$ cat src/rtl/psg_bus_pkg.sv
package psg_bus_pkg;
    localparam int PSG_DW   = 8;
    localparam int PSG_NREG = 16;
    localparam int PSG_IW   = $clog2(PSG_NREG);
    localparam int MIX_IDX   = 7;
    localparam int SHAPE_IDX = 13;
    localparam int PORT0_IDX = 14;
    localparam int PORT0_DIR = 6;

    typedef enum logic [1:0] {
        OP_IDLE,
        OP_LATCH,
        OP_WRITE,
        OP_READ
    } bus_op_e;

    typedef struct packed {
        logic [PSG_DW-1:0] addr;
        logic              was_wr;
        logic              stb;
        logic [PSG_IW-1:0] stb_addr;
        logic [PSG_DW-1:0] stb_data;
        logic              restart;
    } bank_ctl_t;

    function automatic logic [PSG_DW-1:0] reg_mask(input logic [PSG_IW-1:0] idx);
        logic [PSG_DW-1:0] m;
        case (idx)
            4'd1, 4'd3, 4'd5, 4'd13: m = 8'h0F;
            4'd6, 4'd8, 4'd9, 4'd10: m = 8'h1F;
            default:                 m = 8'hFF;
        endcase
        return m;
    endfunction
endpackage

$ cat src/rtl/psg_bus_decode.sv
module psg_bus_decode
    import psg_bus_pkg::*;
(
    input  logic    bdir,
    input  logic    bc2,
    input  logic    bc1,
    output bus_op_e op
);
    always_comb begin
        case ({bdir, bc2, bc1})
            3'b111, 3'b100, 3'b001: op = OP_LATCH;
            3'b110:                 op = OP_WRITE;
            3'b011:                 op = OP_READ;
            default:                op = OP_IDLE;
        endcase
    end
endmodule

$ cat src/rtl/psg_reg_bank.sv
module psg_reg_bank
    import psg_bus_pkg::*;
#(
    parameter int DATA_W   = PSG_DW,
    parameter int NUM_REGS = PSG_NREG,
    localparam int IDX_W   = $clog2(NUM_REGS)
) (
    input  logic                              clk,
    input  logic                              rst_n,
    input  bus_op_e                           op,
    input  logic [DATA_W-1:0]                 din,
    output logic [DATA_W-1:0]                 addr_o,
    output logic [NUM_REGS-1:0][DATA_W-1:0]   regs_o,
    output logic                              wr_stb,
    output logic [IDX_W-1:0]                  wr_addr,
    output logic [DATA_W-1:0]                 wr_data,
    output logic                              env_restart
);
    bank_ctl_t                            ctl_d, ctl_q;
    logic [NUM_REGS-1:0][DATA_W-1:0]      regs_d, regs_q;
    logic                                 addr_ok;
    logic [IDX_W-1:0]                     idx;

    always_comb begin
        ctl_d         = ctl_q;
        regs_d        = regs_q;
        ctl_d.stb     = 1'b0;
        ctl_d.restart = 1'b0;
        addr_ok       = ctl_q.addr < DATA_W'(NUM_REGS);
        idx           = ctl_q.addr[IDX_W-1:0];
        case (op)
            OP_LATCH: ctl_d.addr = din;
            OP_WRITE: begin
                if (addr_ok) begin
                    regs_d[idx] = din;
                    if (!ctl_q.was_wr) begin
                        ctl_d.stb      = 1'b1;
                        ctl_d.stb_addr = idx;
                        ctl_d.stb_data = din;
                        ctl_d.restart  = (idx == IDX_W'(SHAPE_IDX));
                    end
                end
            end
            default: ;
        endcase
        ctl_d.was_wr = (op == OP_WRITE);
    end

    always_ff @(posedge clk or negedge rst_n) begin
        if (!rst_n) begin
            ctl_q  <= '0;
            regs_q <= '0;
        end else begin
            ctl_q  <= ctl_d;
            regs_q <= regs_d;
        end
    end

    assign addr_o      = ctl_q.addr;
    assign regs_o      = regs_q;
    assign wr_stb      = ctl_q.stb;
    assign wr_addr     = ctl_q.stb_addr;
    assign wr_data     = ctl_q.stb_data;
    assign env_restart = ctl_q.restart;
endmodule

$ cat src/rtl/psg_io_port.sv
module psg_io_port #(
    parameter int DATA_W  = 8,
    parameter int DIR_BIT = 6
) (
    input  logic [DATA_W-1:0] mix_reg,
    input  logic [DATA_W-1:0] port_reg,
    input  logic [DATA_W-1:0] pin_in,
    output logic [DATA_W-1:0] pin_out,
    output logic [DATA_W-1:0] rd_val
);
    always_comb begin
        pin_out = mix_reg[DIR_BIT] ? port_reg : '1;
        rd_val  = pin_in & pin_out;
    end
endmodule

$ cat src/rtl/psg_bus_regfile.sv
module psg_bus_regfile
    import psg_bus_pkg::*;
#(
    parameter int DATA_W   = PSG_DW,
    parameter int NUM_REGS = PSG_NREG,
    parameter int NUM_PORTS = 2,
    localparam int IDX_W   = $clog2(NUM_REGS)
) (
    input  logic              clk,
    input  logic              rst_n,
    input  logic              bdir,
    input  logic              bc2,
    input  logic              bc1,
    input  logic [DATA_W-1:0] din,
    output logic [DATA_W-1:0] dout,
    input  logic [DATA_W-1:0] port_a_in,
    input  logic [DATA_W-1:0] port_b_in,
    output logic [DATA_W-1:0] port_a_out,
    output logic [DATA_W-1:0] port_b_out,
    output logic              wr_stb,
    output logic [IDX_W-1:0]  wr_addr,
    output logic [DATA_W-1:0] wr_data,
    output logic              env_restart
);
    bus_op_e                          op;
    logic [DATA_W-1:0]                addr;
    logic [NUM_REGS-1:0][DATA_W-1:0]  regs;
    logic [NUM_PORTS-1:0][DATA_W-1:0] pin_in, pin_out, port_rd;
    logic [IDX_W-1:0]                 idx;
    logic [DATA_W-1:0]                rd_val;

    psg_bus_decode u_dec (
        .bdir (bdir),
        .bc2  (bc2),
        .bc1  (bc1),
        .op   (op)
    );

    psg_reg_bank #(.DATA_W(DATA_W), .NUM_REGS(NUM_REGS)) u_bank (
        .clk         (clk),
        .rst_n       (rst_n),
        .op          (op),
        .din         (din),
        .addr_o      (addr),
        .regs_o      (regs),
        .wr_stb      (wr_stb),
        .wr_addr     (wr_addr),
        .wr_data     (wr_data),
        .env_restart (env_restart)
    );

    assign pin_in[0] = port_a_in;
    assign pin_in[1] = port_b_in;

    for (genvar g = 0; g < NUM_PORTS; g++) begin : g_port
        psg_io_port #(.DATA_W(DATA_W), .DIR_BIT(PORT0_DIR + g)) u_port (
            .mix_reg  (regs[MIX_IDX]),
            .port_reg (regs[PORT0_IDX + g]),
            .pin_in   (pin_in[g]),
            .pin_out  (pin_out[g]),
            .rd_val   (port_rd[g])
        );
    end

    assign port_a_out = pin_out[0];
    assign port_b_out = pin_out[1];

    always_comb begin
        idx = addr[IDX_W-1:0];
        if (addr >= DATA_W'(NUM_REGS))
            rd_val = '1;
        else if (idx == IDX_W'(PORT0_IDX))
            rd_val = port_rd[0];
        else if (idx == IDX_W'(PORT0_IDX + 1))
            rd_val = port_rd[1];
        else
            rd_val = regs[idx] & reg_mask(idx);
        dout = (op == OP_READ) ? rd_val : '1;
    end
endmodule

$ cat config.mk
export PLATFORM = sky130hd
export DESIGN_NAME = psg_bus_regfile
export DESIGN_NICKNAME = d
export VERILOG_FILES = /design/src/rtl/psg_bus_pkg.sv /design/src/rtl/psg_bus_decode.sv /design/src/rtl/psg_reg_bank.sv /design/src/rtl/psg_io_port.sv /design/src/rtl/psg_bus_regfile.sv
export SDC_FILE = /design/constraint.sdc
export NUM_CORES = 1
export LEC_CHECK = 0
export ABC_AREA = 1
export BUFFER_PORTS_ARGS = -buffer_cell sky130_fd_sc_hd__buf_2
export CORE_MARGIN = 2
export CORE_UTILIZATION = 25
export CTS_BUF_LIST = sky130_fd_sc_hd__clkbuf_8
export CTS_CLUSTER_DIAMETER = 100
export DETAILED_ROUTE_END_ITERATION = 6
export GPL_ROUTABILITY_DRIVEN = 1
export HOLD_SLACK_MARGIN = 0.02
export PLACE_DENSITY = 0.47
export SETUP_SLACK_MARGIN = 0.5
export SLEW_MARGIN = 20
export SYNTH_ARGS = -nofsm -noshare
export SYNTH_HDL_FRONTEND = slang
export SYNTH_SLANG_ARGS = --single-unit
$ cat constraint.sdc
create_clock -name clk -period 5.8 [get_ports clk]
set_input_delay 0.58 -clock clk [delete_from_list [all_inputs] [get_ports clk]]
set_output_delay 0.58 -clock clk [all_outputs]
set_load 0.005 [all_outputs]
; Word level (Yosys, flattened, before mapping)
; Memories as Yosys holds them, arrays and structs flattened.
; Cells that the tools add are included.
[totals]
output_inout_bits = 38
mem_count = 1
inputBits = 29
ram_bits = 0
romBits = 64
latch_bits = 0
regBits = 151
[memory_table]
columns = memory, words, width, rd, rd_ports_with_merged_regs, write_ports, line_no
row1 = (no name shown), 16, 4, 1, 0, 0, psg_bus_pkg.sv:28  ; case (idx)
[classes]
mux = 18
n_bitwise = 4
eq_ne = 11
n_lt_le_gt_ge = 4
n_reduce_logical = 4
n_div = 0
n_mul = 0
shifts = 0
add_sub_neg = 0
[ops]
columns = cell, n
row1 = bitwise mux 128 bit, 1
row2 = 2-to-1 mux 8 bit, 11
row3 = 2-to-1 mux 14 bit, 3
row4 = binary-select mux 8 bit (select 4 bit), 1
row5 = demux 8 bit (select 4 bit), 1
row6 = bitwise AND 8 bit, 3
row7 = equality test 4 bit (second input constant), 3
row8 = equality test 3 bit (second input constant), 3
row9 = greater-or-equal comparator 8 x 5 -> 1 bit (second input constant), 1
row10 = < comparator 8 x 5 -> 1 bit (second input constant), 1
row11 = one-hot mux 2 bit (3 select lines), 1
row12 = < comparator 4 x 5 -> 1 bit (second input constant), 1
row13 = equality test 2 bit (second input constant), 2
row14 = greater-or-equal comparator 4 x 1 -> 1 bit (second input constant), 1
row15 = equality test 3 x 1 -> 1 bit (second input constant), 1
row16 = equality test 3 x 2 -> 1 bit (second input constant), 1
row17 = AND reduction 3 bit, 1
row18 = OR reduction 3 bit, 1
row19 = equality test 2 x 1 -> 1 bit (second input constant), 1
row20 = AND reduction 2 bit, 1
row21 = logical AND 1 bit, 1
row22 = inverter 1 bit, 1

; Logic depth before layout (Yosys ltp)
; Gate-level depths: netlist of run 1.
[depth]
ltp_word = 9
mapped_depth = 12
depth_no_buf = 11

; Modules after synthesis
; From an unflattened synthesis of run 1, not the netlist that was laid out.
[unflattened]
hier_cells = 1164
area_unflattened_um2 = 8399.3
[modules_own_cells]
columns = mod, cells_per_inst, seq_area_each_um2, area_each_um2, n_inst
row1 = psg_reg_bank, 705, 3778.6, 6239.7, 1
row2 = psg_bus_regfile, 381, 0.0, 1785.5, 1
row3 = psg_io_port, 34, 0.0, 163.9, 2
row4 = psg_bus_decode, 10, 0.0, 46.3, 1

; Worst setup path after synthesis of run 1
; No wires, ideal clock.
[synth_timing]
path_type = register -> output
from = register u_bank.ctl_q, in the netlist u_bank.addr_o[0]
to = output dout[3]
slack_ps = 3479
required_ps = 5220
arrival_time_ps = 1741
stages_incl_launch_ff = 10
cell_sequence = dfrtp_1 inv_2 clkbuf_1 ha_1 inv_1 nor2_2 buf_2 a21oi_1 o21ai_0 nand3_1
[synth_via]
elab_chain_cells = 7
elab_cells_between_ends = 10
cone_classes = 1 x order compare / 2 x eq/ne / 6 x mux / 1 x bitwise
[synth_lines]
columns = item, line_no
row1 = "start, declared", psg_reg_bank.sv:19  ; bank_ctl_t ctl_d, ctl_q;
row2 = "start signal, assigned", psg_reg_bank.sv:54  ; ctl_q <= ctl_d;
row3 = binary-select mux 8 bit (select 4 bit), psg_bus_regfile.sv:77  ; rd_val = regs[idx] & reg_mask(idx);
row4 = 2-to-1 mux 8 bit (implied by the code), psg_bus_regfile.sv:77
row5 = bitwise AND 8 bit, psg_bus_regfile.sv:77
row6 = 2-to-1 mux 8 bit, psg_bus_regfile.sv:74  ; else if (idx == IDX_W'(PORT0_IDX + 1))
row7 = 2-to-1 mux 8 bit, psg_bus_regfile.sv:72  ; else if (idx == IDX_W'(PORT0_IDX))
row8 = 2-to-1 mux 8 bit *, psg_bus_regfile.sv:70  ; if (addr >= DATA_W'(NUM_REGS))
row9 = 2-to-1 mux 8 bit *, psg_bus_regfile.sv:78  ; dout = (op == OP_READ) ? rd_val : '1;
row10 = "end, declared", psg_bus_regfile.sv:15  ; output logic [DATA_W-1:0] dout,
; Mark *: on every way between the ends. The rest lies on a longest branch, timed or not. The select of a mux whose other input is x is not followed.

; Worst setup path in the final report of run 1
[layout_timing]
from = register u_bank.ctl_q, in the netlist u_bank.addr_o[0]
to = output dout[1]
; Same word-level chain as after synthesis.

==> run summary, run 1 <==
The run finished with clean final reports. Yosys mapped the design onto 27 distinct sky130hd cell types. The worst hold path belongs to the class in -> async. The power density over the cells is 300.0 mW/mm^2. The share of total power dissipated in sequential elements is 0.472. The worst setup path is captured at an output pin. The clock buffer count from CTS is 17. The number of sinks on the clock net came out at 151. Timing would allow up to around 260 MHz. The complex-gate fraction of the synthesized area came out at 0.1349. The post-synthesis area per instance is 7.772 um^2. The total die area came out at 0.03197 mm^2. The initial core utilization came out at 0.2517. The total setup violations reported at the end of the flow came out at 0. When the netlist entered floorplanning its net count stood at around 1,000. Post-CTS repair changed the size of 0 cells. The number of antenna violations at the first check in global routing is 0.

CTS built an H-tree with a depth of 4. By area the synthesized netlist is led by dfrtp_1 (49%), nand2_1 (16%), o21ai_0 (6.9%). The worst slack on hold paths is 0.1710 ns. The chip height came out at between 150 and 200 um.

With fillers left out, the area of the finished cells amounts to 0.008498 mm^2. The number of instances in the synthesized netlist is 983. The part of the cycle the worst path needs came out at 0.6624. Of all flip-flops after synthesis, the portion carrying an async set or reset was 1.000. In the synthesized netlist the dominant register cell turns out to be dfrtp_1. The final hold violation count came out at 0.

The cell sitting at the root of the clock tree is a clkbuf_8. The switching power of the nets came out at between 800 and 900 uW. The overall fraction of global-route tracks in use came out at 0.1449. Setup repair after global routing left no endpoint under its margin. The remaining max-slew budget at the tightest pin is 0.3761. The critical path buffer and inverter count came out at 4.

The startpoint type of the worst setup path is a flop. The first-pass detailed-route iteration total is 5. The share of total power dissipated in combinational logic is 0.187. The worst setup skew after layout came out at 0.01911 ns. The half-perimeter wire length of the detailed placement result came out at 14,890 um. For this design, the CTS-stage hold fixing added 0 buffers.

The total grt overflow came out at 0. The leakage power is 3.992 nW. The weighted congestion at the end of routability-driven global placement came out at 0.7820. Of the total synthesized cell area, the portion taken by AND, OR, NAND and NOR gates is 0.2622. The part of the total power dissipated in the clock network came out at 0.341. The die span in x is 178.8 um. Summed over all instances, the cell type with the most area after synthesis is dfrtp_1. The residual antenna-violating net count after detailed routing came out at 0. The net count reported at finish came out at 1,040.

The wire length per cell after detailed routing came out at 15.84 um. The synthesis warning total is 0. The cell family with the largest share of critical-path delay is buffers and inverters. Of the cells placed in the final design, the portion with a size suffix greater than 1 is 0.1325. The number of buffers between clock root and the deepest sink came out at 2. The detailed router placed 6,311 vias in this run.

The vias per cell is 4.460. The core region is 0.03035 mm^2. The first-pass GRT wire length came out at between 30,000 and 40,000 um. By area, the combinational part of the netlist is dominated by simple AND/OR/NAND/NOR gates. The commonest cells after synthesis are nand2_1 (335), dfrtp_1 (151), o21ai_0 (106). Post-CTS timing repair inserted 0 buffers for setup.

For this block, the routed nets add up to 22,410 um of wire. The clock latency of the later-clocked register in the worst-skew pair is 0.47 ns. After synthesis the cells add up to approximately 0.0076 mm^2.

TritonCTS built the clock tree. The count of standard-cell rows came out at 64. After clock tree synthesis, the clock-pin slew on the worst setup and hold paths is 0.09 ns. The share of synthesized area in the top cell type comes to 0.4946.

Walking the worst path, the cells encountered are buf_4 -> inv_2 -> ha_1 -> inv_1 -> nor2_2 -> a21oi_1 -> o21ai_0 -> nand3_1 -> buf_2. The xor-xnor portion of the synthesized cell area came out at 0. The maximum vdd drop came out at 0.1341 mV. The slowest library cell on the worst path is dfrtp_2.

The kind of critical path is reg -> out. The count of antenna diodes in the layout came out at 0. In the post-synthesis netlist, the cell with the most instances is nand2_1. 67 I/O pins were placed.

The standard cell area after detailed placement is 0.008083 mm^2. The sequential cell area fraction in the yosys report is 0.4946. The arrival time at the worst endpoint is 3.26 ns.

The peak per-stage delay on the critical path came out at 0.53 ns. In this run, synthesis inferred 0 flip-flops with an integrated enable. The share of synthesized area spent on multiplexers came out at 0. The layout overhead on the synthesized area came out at 11.23%. The switching portion of total power is 0.3328.

The remaining routing DRC violations is 0. The design internal power is 1.701 mW. Entering global routing, the biggest net connects 85 pins.

Data on the critical path is required at its endpoint by 5.22 ns. The measured slew at the worst slew-check pin came out at 0.9348 ns. The post-layout utilization of the core is 0.2800.

The final period demand of the worst path is roughly 3.8 ns. The starting DRC count in detailed routing is 438. The adder-cell share of the synthesized area came out at 0.008189.

For the final routed database, the setup TNS stands at 0 ns. Buffers placed on the I/O ports in this run total between 60 and 70. The top fanout value on the critical path is 36. The synthesized design contains 151 register bits. The number of global-route vias before repair was 6,029. The layout has 3,360 filler cells.

The final-report max-slew violation count came to 0. The max capacitance violation total is 0.
final timing paths:
kind / start / to / slack, ns / cells past startpoint
min in group clk: bdir / u_bank.ctl_q[14]$_DFF_PN0_ / 0.38 / 3
worst max register to register: u_bank.addr_o[0]$_DFFE_PN0N_ / u_bank.regs_o[116]$_DFFE_PN0P_ / 2.80 / 8
worst max-delay path: u_bank.addr_o[0]$_DFFE_PN0N_ / dout[1] / 1.96 / 9
max in group asynchronous: rst_n / u_bank.regs_o[121]$_DFFE_PN0P_ / 4.20 / 2
worst min register to register: u_bank.ctl_q[14]$_DFF_PN0_ / u_bank.env_restart$_DFF_PN0_ / 0.43 / 1
worst min-delay path: rst_n / u_bank.regs_o[27]$_DFFE_PN0P_ / 0.17 / 1
worst reg2reg max path, delay by kind of cell (launching register included):
kind / cells / cell delay [ns]
simple gates: 3 / 0.96
buf+inv: 3 / 0.88
flops: 1 / 0.53
fa+ha+maj: 1 / 0.43
compound gates: 1 / 0.07
per-layer routing:
layer | share of wire | wire (um) | vias up | track usage
met3 | 0.046 | 1032 | 16 | 0.02693
met1 | 0.51 | 11380 | 2980 | 0.2119
met4 | 0.010 | 224 | 0 | 0.02913
met5 | 0 | 0 | - | 0
li1 | - | - | 3160 | -
met2 | 0.44 | 9776 | 155 | 0.2228
state kept, by name (all words and copies together), names as in the netlist:
register,cells
u_bank.addr_o,8
u_bank.ctl_q,1
u_bank.env_restart,1
u_bank.regs_o,128
u_bank.wr_addr,4
u_bank.wr_data,8
u_bank.wr_stb,1
logic make-up after synthesis:
group                      Yosys count
AOI/OAI and AO/OA                  203
and+or+nand+nor                    468
buffers and inverters              156
DFF                                151
adders and majority gates            5
power by group through the flow:
stage	clock [mW]	combinational [mW]	sequential (mW)
2_1_floorplan	0	0.355	1.21
3_3_place_gp	0	0.477	1.22
3_5_place_dp	0	0.480	1.23
4_1_cts	0.902	0.482	1.21
5_1_grt	0.944	0.547	1.22
6_report	0.869	0.476	1.20
cell type report:
type / count / area [um^2] / share of cell area
flip-flops and latches: 151 / 3780 / 0.4448
multi-input cells: 676 / 3097 / 0.3644
well taps: 396 / 495.5 / 0.05830
repair buffers: 71 / 374.1 / 0.04402
inverters: 89 / 336.6 / 0.03961
clock buffers: 17 / 234.0 / 0.02753
clock inverters: 15 / 181.4 / 0.02135
metrics by stage:
| stage | setup WS (ns) | power [mW] | cells |
|---|---|---|---|
| floorplan | 3.479 | 1.562 | 983 |
| global placement | 2.503 | 1.702 | 1383 |
| detailed placement | 2.471 | 1.706 | 1383 |
| CTS | 1.939 | 2.589 | 1415 |
| global route | 1.661 | 2.709 | 1415 |
| finish | 1.958 | 2.549 | 1415 |
layout by cell type, fill, tap and decap left out, types with 4 or more instances in the layout:
cell,Yosys,routed
nand2_1,335,335
dfrtp_1,151,150
o21ai_0,106,106
o21ai_1,85,85
inv_1,83,83
buf_2,20,65
nor2_1,58,58
nand3_1,48,48
clkbuf_8,0,17
nand3_4,9,9
nor2_2,5,5
ha_1,5,5
inv_8,0,5
buf_4,16,5
inv_2,4,4
nand2_2,4,4
or2_2,4,4
a31oi_1,4,4
o211ai_1,4,4
a21oi_1,4,4
inv_6,0,4
Note: power is estimated with default switching activity, not from simulation.
==> run 2, diff against run 1 <==
==> constraint.sdc (replaced) <==
create_clock -name clk -period 3.73 [get_ports clk]
set_input_delay 0.373 -clock clk [delete_from_list [all_inputs] [get_ports clk]]
set_output_delay 0.373 -clock clk [all_outputs]
set_load 0.005 [all_outputs]
==> run summary, run 2 (synthesized netlist as in run 1, its figures left out) <==
The run finished with clean final reports. The peak per-stage delay on the critical path is 0.40 ns (-0.13 ns). The largest net degree at the start of global routing came out at 72 (-15%). The number of flip-flops under the largest register name was 128 (unchanged).

The tightest min-delay check is of the in -> reg type. The overall fraction of global-route tracks in use was 0.1496 (+0.004693). After layout, the minimum clock period comes to around 3 ns. The clock latency of the later-clocked register in the worst-skew pair came out at 0.47 ns (about the same).

The remaining max-slew budget at the tightest pin came out at 0.3725 (-0.003612). The clock-pin slew of the registers on the worst-case setup and hold paths is 0.08 ns (about the same). The total die area came out at 0.03197 mm^2 (unchanged). The beginning of the worst hold path is bdir.

The first-pass GRT wire length was 36,180 um (+2.8%). STA classifies the critical path startpoint as a flop. The number of cells traversed by the worst register-to-register path came out at 7 (-1). The part of the power in registers came out at 0.474 (+0.002). The slowest library cell on the worst path is dfrtp_1. The final sum of negative setup slack came out at 0 ns (unchanged). The worst-case hold path end point is u_bank.ctl_q[14]$_DFF_PN0_. The number of setup buffers added after CTS came out at 0 (unchanged). The switching power of the nets is 1.280 mW (+51%). The top fanout value on the critical path came out at 31 (-14%). The final hold violation count is 0 (unchanged). The library cell used most frequently in the layout, excluding fill and tap cells, is nand2_1. The wire length per cell after detailed routing is 16.05 um (+1.3%).

The worst setup skew after layout came out at 0.01385 ns (-0.005255 ns). The overall power consumption came out at 3.942 mW (+55%). Setup repair after global routing left no endpoint under its margin.

The first-pass detailed-route iteration total came out at 5 (unchanged). The worst-case setup margin in the final layout is 0.7309 ns (-1.227 ns). The chip height was 178.8 um (unchanged). The cell sitting at the root of the clock tree is a clkbuf_8.

The max capacitance violation total is 0 (unchanged). The number of antenna violations at the first check in global routing came out at 0 (unchanged). The design internal power came out at 2.663 mW (+57%). The number of buffers inserted by port buffering was 66 (unchanged). The fraction of layout instances using a drive strength above 1 is 0.1349 (+0.002415). The leakage power is 3.998 nW (+0.15%). The vias per cell was 4.439 (-0.48%). The count of standard-cell rows is 64 (unchanged). The core region area came out at 0.03035 mm^2 (unchanged). The net count reported at finish is 1,044 (+0.38%).

The number of sinks on the clock net is 151 (unchanged). The half-perimeter wire length of the detailed placement result came out at 15,120 um (+1.6%). The filler cell count is 3,362 (+0.060%). The final wirelength came out at 22,790 um (+1.7%).

The fmax came out at 333.4 MHz. The die span in x is 178.8 um (unchanged). The top cell types in the final layout, fill and taps aside, are nand2_1 (335), dfrtp_1 (150), o21ai_0 (106), o21ai_1 (85), inv_1 (83). The final-report max-slew violation count was 0 (unchanged).

The starting DRC count in detailed routing is 409 (-6.6%). By instance count, the cell type seen most on the critical path is nand2_1. Counting instances, the worst hold path has a depth of 3. STA classifies the critical path endpoint as an output pin.

The arrival time at the worst endpoint is 2.63 ns (-0.63 ns). The clock buffer count from CTS is 17 (unchanged). The switching portion of total power was 0.3246 (-0.008228). The initial core utilization was 0.2517 (unchanged). The number of global-route vias before repair is 6,089 (+1.0%). The combinational cell fraction of total power came out at 0.193 (+0.006).

The number of buffers between clock root and the deepest sink came out at 2 (unchanged). The data required time of the worst path came to 3.36 ns (-1.86 ns). The number of levels in the clock H-tree was 4 (unchanged). The worst setup path is of the reg -> out kind.

The vias after detailed routing is 6,303 (-0.13%). The part of the total power dissipated in the clock network is 0.333 (-0.008). The remaining routing DRC violations came out at 0 (unchanged). The start of the worst register-to-register path is u_bank.addr_o[0]$_DFFE_PN0N_. The setup slack on the worst flop-to-flop path came out at 1.46 ns (-1.34 ns). The maximum vdd drop came to 0.2167 mV (+62%). Walking the worst path, the cells encountered are buf_4 -> inv_1 -> ha_1 -> inv_1 -> nor2_1 -> nor3_1 -> o21ai_1 -> nand2_1 -> nand2_1 -> nand2_1 -> buf_2. The residual antenna-violating net count after detailed routing came out at 0 (unchanged). The total setup violations reported at the end of the flow came out at 0 (unchanged). TritonCTS built the clock tree. The end of the worst register-to-register path is u_bank.regs_o[115]$_DFFE_PN0P_.

Dividing the final minimum period by the clock period gives 0.8041. The total grt overflow is 0 (unchanged). The worst slack after detailed placement is 1.094 ns (-1.377 ns). The measured slew at the worst slew-check pin came out at 0.9402 ns (+0.005413 ns). The count of boundary I/O pins was 67 (unchanged). The power density over the cells came out at 461.0 mW/mm^2 (+54%). The weighted congestion at the end of routability-driven global placement is 0.8021 (+2.6%).

The layout overhead on the synthesized area came out at 11.92%.
## run 2: cell types whose count changed in the layout (fill, tap and decap cells not counted), sizes merged
cell         previous run  this run
inv                    97        90
diode                   0         1
buf                    71        74
clkinvlp                1         5
dlygate4sd3             0         1
clkinv                  4         5
clkbuf                 17        19
## run 2: routing by layer
metal  share of wire  vias up  track usage
met5               0        -            0
met4          0.0083        0      0.02846
met3           0.044       15      0.02693
met2            0.45      131       0.2362
met1            0.50     2997       0.2146
li1                -     3160            -
## run 2: timing repair
action                                  CTS  global route
endpoints found under the hold margin    69             0
hold buffers                              1             0
gates resized for setup                   0             3
endpoints found under the setup margin    0             8
## run 2: worst max-delay path, delay by kind of cell, from the launching register on
kind	cells	cell delay (ns)
AO/OA/AOI/OAI	1	0.18
buffers and inverters	4	0.69
flip-flops	1	0.40
adder cells (fa/ha/maj)	1	0.36
AND/OR/NAND/NOR	5	0.52
## run 2: layout make-up
cell class                      count  area [um^2]  share of cell area
Clock buffer                       19        261.5             0.03058
Tap cell                          396        495.5             0.05795
Clock inverter                     13        146.4             0.01712
Antenna cell                        1        2.502           0.0002927
Multi-Input combinational cell    676         3102              0.3627
Inverter                           89        336.6             0.03936
Timing Repair Buffer               75        426.7             0.04990
Sequential cell                   151         3780              0.4421
## run 2: worst max-delay path by stage
| stage | end | from | slack, ns |
|---|---|---|---|
| detailed placement | dout[6] | u_bank.addr_o[0]$_DFFE_PN0N_ | 1.09 |
| finish | dout[4] | u_bank.addr_o[1]$_DFFE_PN0N_ | 0.73 |
| CTS | dout[6] | u_bank.addr_o[0]$_DFFE_PN0N_ | 0.57 |
| floorplan | dout[3] | u_bank.addr_o[0]$_DFFE_PN0N_ | 1.62 |
| global placement | dout[4] | u_bank.addr_o[0]$_DFFE_PN0N_ | 1.12 |
| global route | dout[2] | u_bank.addr_o[1]$_DFFE_PN0N_ | 0.54 |
## run 2: power by group through the flow
stage	Combinational (mW)	Clock, mW	Sequential, mW
6_report	0.759	1.31	1.87
5_1_grt	0.874	1.41	1.89
4_1_cts	0.768	1.35	1.87
3_5_place_dp	0.764	0	1.90
3_3_place_gp	0.759	0	1.90
2_1_floorplan	0.552	0	1.88
## run 2: through the flow
| stage | std cells | utilization | hold WS [ns] | cell area (um^2) |
|---|---|---|---|---|
| final | 1420 | 0.2817 | 0.1836 | 8551 |
| after global routing | 1419 | 0.2817 | 0.1851 | 8548 |
| after CTS | 1419 | 0.2813 | 0.1564 | 8536 |
| after detailed placement | 1386 | 0.2675 | 0.4152 | 8118 |
| after global placement | 1386 | 0.2675 | 0.4120 | 8118 |
| after floorplan | 983 | - | 0.07741 | 7640 |
==> run 3, diff against run 2 <==
==> constraint.sdc (replaced) <==
create_clock -name clk -period 3.05 [get_ports clk]
set_input_delay 0.305 -clock clk [delete_from_list [all_inputs] [get_ports clk]]
set_output_delay 0.305 -clock clk [all_outputs]
set_load 0.005 [all_outputs]
==> run summary, run 3 (synthesized netlist as in run 1, its figures left out) <==
The die span in x came out at 178.8 um (unchanged). The residual antenna-violating net count after detailed routing came out at 0 (unchanged). The data required time of the worst path was 2.74 ns (-0.62 ns).

The count of boundary I/O pins came out at 67 (unchanged). The standard cell area after detailed placement came out at 0.008160 mm^2 (+0.52%). The library cell used most frequently in the layout, excluding fill and tap cells, is nand2_1. The clock latency of the later-clocked register in the worst-skew pair is 0.46 ns (about the same).

The most numerous cell type found on the critical path is nand2_1. The number of global-route vias before repair was 6,240 (+2.5%). The measured slew at the worst slew-check pin came to 0.9348 ns (-0.005437 ns).

The clock-pin slew of the registers on the worst-case setup and hold paths came out at 0.09 ns (about the same). Setup repair after global routing could not meet its margin everywhere. The first-pass detailed-route iteration total was 5 (unchanged). The chip height is 178.8 um (unchanged).

The number of levels in the clock H-tree was 4 (unchanged). In the layout the commonest cells are nand2_1 (318), dfrtp_1 (150), o21ai_1 (105), inv_1 (82), o21ai_0 (75). The peak per-stage delay on the critical path came out at 0.54 ns (+0.14 ns). The count of standard-cell rows is 64 (unchanged). The element type at the critical path end is an output pin. The total die area came to 0.03197 mm^2 (unchanged). The core region area came out at 0.03035 mm^2 (unchanged). The vias per cell is 4.503 (+1.5%). The power density over the cells came out at 571.8 mW/mm^2 (+24%). The total grt overflow was 0 (unchanged). The max capacitance violation total is 0 (unchanged). The count of antenna diodes in the layout came out at 0 (-1).

The critical path buffer and inverter count is 4 (unchanged). The remaining max-slew budget at the tightest pin is 0.3761 (+0.003628). The non-filler instance count after layout came out at 1,456 (+2.5%). The filler cell count is 3,276 (-2.6%). The overall power consumption was 5.452 mW (+38%).

The final period demand of the worst path is 2.566 ns. The critical path is of the reg -> out type. The remaining routing DRC violations is 0 (unchanged). The placed cell count came out at 1,390 (+0.29%).

The combinational cell fraction of total power came out at 0.244 (+0.051). The number of buffers inserted by port buffering is 66 (unchanged). The overall fraction of global-route tracks in use is 0.1565 (+0.006864). The largest net degree at the start of global routing is 71 (-1.4%).

The final instance area is 0.009535 mm^2 (+12%). The first-pass GRT wire length came to 37,390 um (+3.4%). The signal on the critical path passes through buf_6 -> buf_12 -> buf_16 -> nand2_1 -> nand2_1 -> nand2_1 -> nand2_1 -> nand2_2 -> nand2_1 -> o21ai_1 -> nand2_1 -> nand2_1 -> nand2_1 -> buf_2.

The part of the total power dissipated in the clock network came out at 0.335 (+0.002). STA classifies the critical path startpoint as a flop. The final wirelength is 24,730 um (+8.5%).

The design internal power came to 3.656 mW (+37%). The leakage power came out at 4.437 nW (+11%). The vias after detailed routing is 6,557 (+4.0%). On the critical path, the stage with the largest delay is an instance of dfrtp_4. The arrival time at the worst endpoint came out at 2.26 ns (-0.37 ns). The final-report max-slew violation count is 0 (unchanged).

The run finished with clean final reports. The fraction of layout instances using a drive strength above 1 came out at 0.2245 (+0.08963). The cell family with the largest share of critical-path delay is simple AND/OR/NAND/NOR gates. The worst-case setup margin in the final layout is 0.4839 ns (-0.2469 ns). The number of antenna violations at the first check in global routing is 0 (unchanged). The layout overhead on the synthesized area is 24.81%. The top fanout value on the critical path came out at 5 (-84%). The worst slack after detailed placement is 0.5396 ns (-0.5546 ns). Derived from the worst setup path, the maximum achievable clock frequency is 389.7 MHz. The wire length per cell after detailed routing came out at 16.98 um (+5.9%). The starting DRC count in detailed routing was 498 (+22%). The part of the power in registers came out at 0.421 (-0.053).

The total setup violations reported at the end of the flow is 0 (unchanged). The net count reported at finish came out at 1,081 (+3.5%). The worst setup skew after layout came out at 0.02050 ns (+0.006649 ns). The final sum of negative setup slack came to 0 ns (unchanged). The part of the cycle the worst path needs is 0.8413.

The weighted congestion at the end of routability-driven global placement is 0.7627 (-4.9%). The final hold violation count came to 0 (unchanged). The number of buffers between clock root and the deepest sink came out at 2 (unchanged). The min-delay analysis places its worst path in the category in -> reg. TritonCTS built the clock tree. The switching portion of total power was 0.3294 (+0.004855). The half-perimeter wire length of the detailed placement result is 14,740 um (-2.5%).

The switching power of the nets came out at 1.796 mW (+40%). The root buffer cell is clkbuf_8. The maximum vdd drop is 0.2970 mV (+37%). The number of flip-flops under the largest register name is 128 (unchanged). The clock buffer count from CTS came out at 17 (unchanged).

The number of sinks on the clock net is 151 (unchanged). The initial core utilization is 0.2517 (unchanged).
## run 3: cell types whose count changed in the layout (fill, tap and decap cells not counted), sizes merged
cell / before / now
clkinvlp: 5 / 1
bufinv: 2 / 4
buf: 74 / 104
clkbuf: 19 / 22
clkinv: 5 / 3
inv: 90 / 98
diode: 1 / 0
## run 3: power by group through the flow
stage	clock [mW]	combinational (mW)	sequential (mW)
after CTS	1.87	1.22	2.29
after global routing	1.95	1.46	2.32
after global placement	0	0.939	2.32
after detailed placement	0	0.948	2.32
after floorplan	0	0.675	2.30
final	1.83	1.33	2.30
## run 3: area by class of cell
class,count,area [um^2],area share
clock buffer,17,234.0,0.02454
clock inverter,15,226.5,0.02375
inverter,89,352.8,0.03700
multi-input combinational,676,3381,0.3545
sequential,151,3782,0.3967
tap,396,495.5,0.05196
timing repair buffer,110,1049,0.1100
timing repair inverter,2,15.01,0.001575
## run 3: worst register-to-register path: cells and delay by family (launching register included)
family,cells,cell delay (ns)
flip-flops,1,0.54
AND/OR/NAND/NOR,2,0.91
AO/OA/AOI/OAI,1,0.36
buffers and inverters,1,0.15
## run 3: final timing paths
path / startpoint / end / slack [ns] / cells past startpoint
setup / recovery: u_bank.addr_o[0]$_DFFE_PN0N_ / dout[5] / 0.48 / 14
hold / removal: bdir / u_bank.ctl_q[14]$_DFF_PN0_ / 0.11 / 3
setup reg to reg: u_bank.addr_o[2]$_DFFE_PN0N_ / u_bank.regs_o[59]$_DFFE_PN0P_ / 0.99 / 4
hold reg to reg: u_bank.ctl_q[14]$_DFF_PN0_ / u_bank.env_restart$_DFF_PN0_ / 0.43 / 1
max in group asynchronous: rst_n / u_bank.regs_o[110]$_DFFE_PN0P_ / 1.72 / 3
min in group asynchronous: rst_n / u_bank.regs_o[29]$_DFFE_PN0P_ / 0.44 / 2
## run 3: layer usage
| layer | wire [um] | share of wire | track usage | vias to the layer above |
|---|---|---|---|---|
| met5 | 0 | 0 | 0 | - |
| met4 | 310 | 0.013 | 0.03523 | 0 |
| met3 | 1174 | 0.047 | 0.02799 | 19 |
| met2 | 10990 | 0.44 | 0.2365 | 164 |
| met1 | 12260 | 0.50 | 0.2312 | 3133 |
| li1 | - | - | - | 3241 |
## run 3: timing repair
| item | CTS | global route |
|---|---|---|
| buffers inserted | 19 | 0 |
| endpoints found under the hold margin | 68 | 0 |
| cloned | 9 | 5 |
| resized for setup | 77 | 58 |
| hold buffers | 1 | 0 |
| pin swaps | 26 | 31 |
| endpoints found under the setup margin | 8 | 8 |
## run 3: metrics by stage
stage                 util  hold WS, ns
floorplan                -     0.009409
global placement    0.2689       0.3846
detailed placement  0.2689       0.3878
CTS                 0.3043      0.08548
global route        0.3142      0.09124
finish              0.3142       0.1140
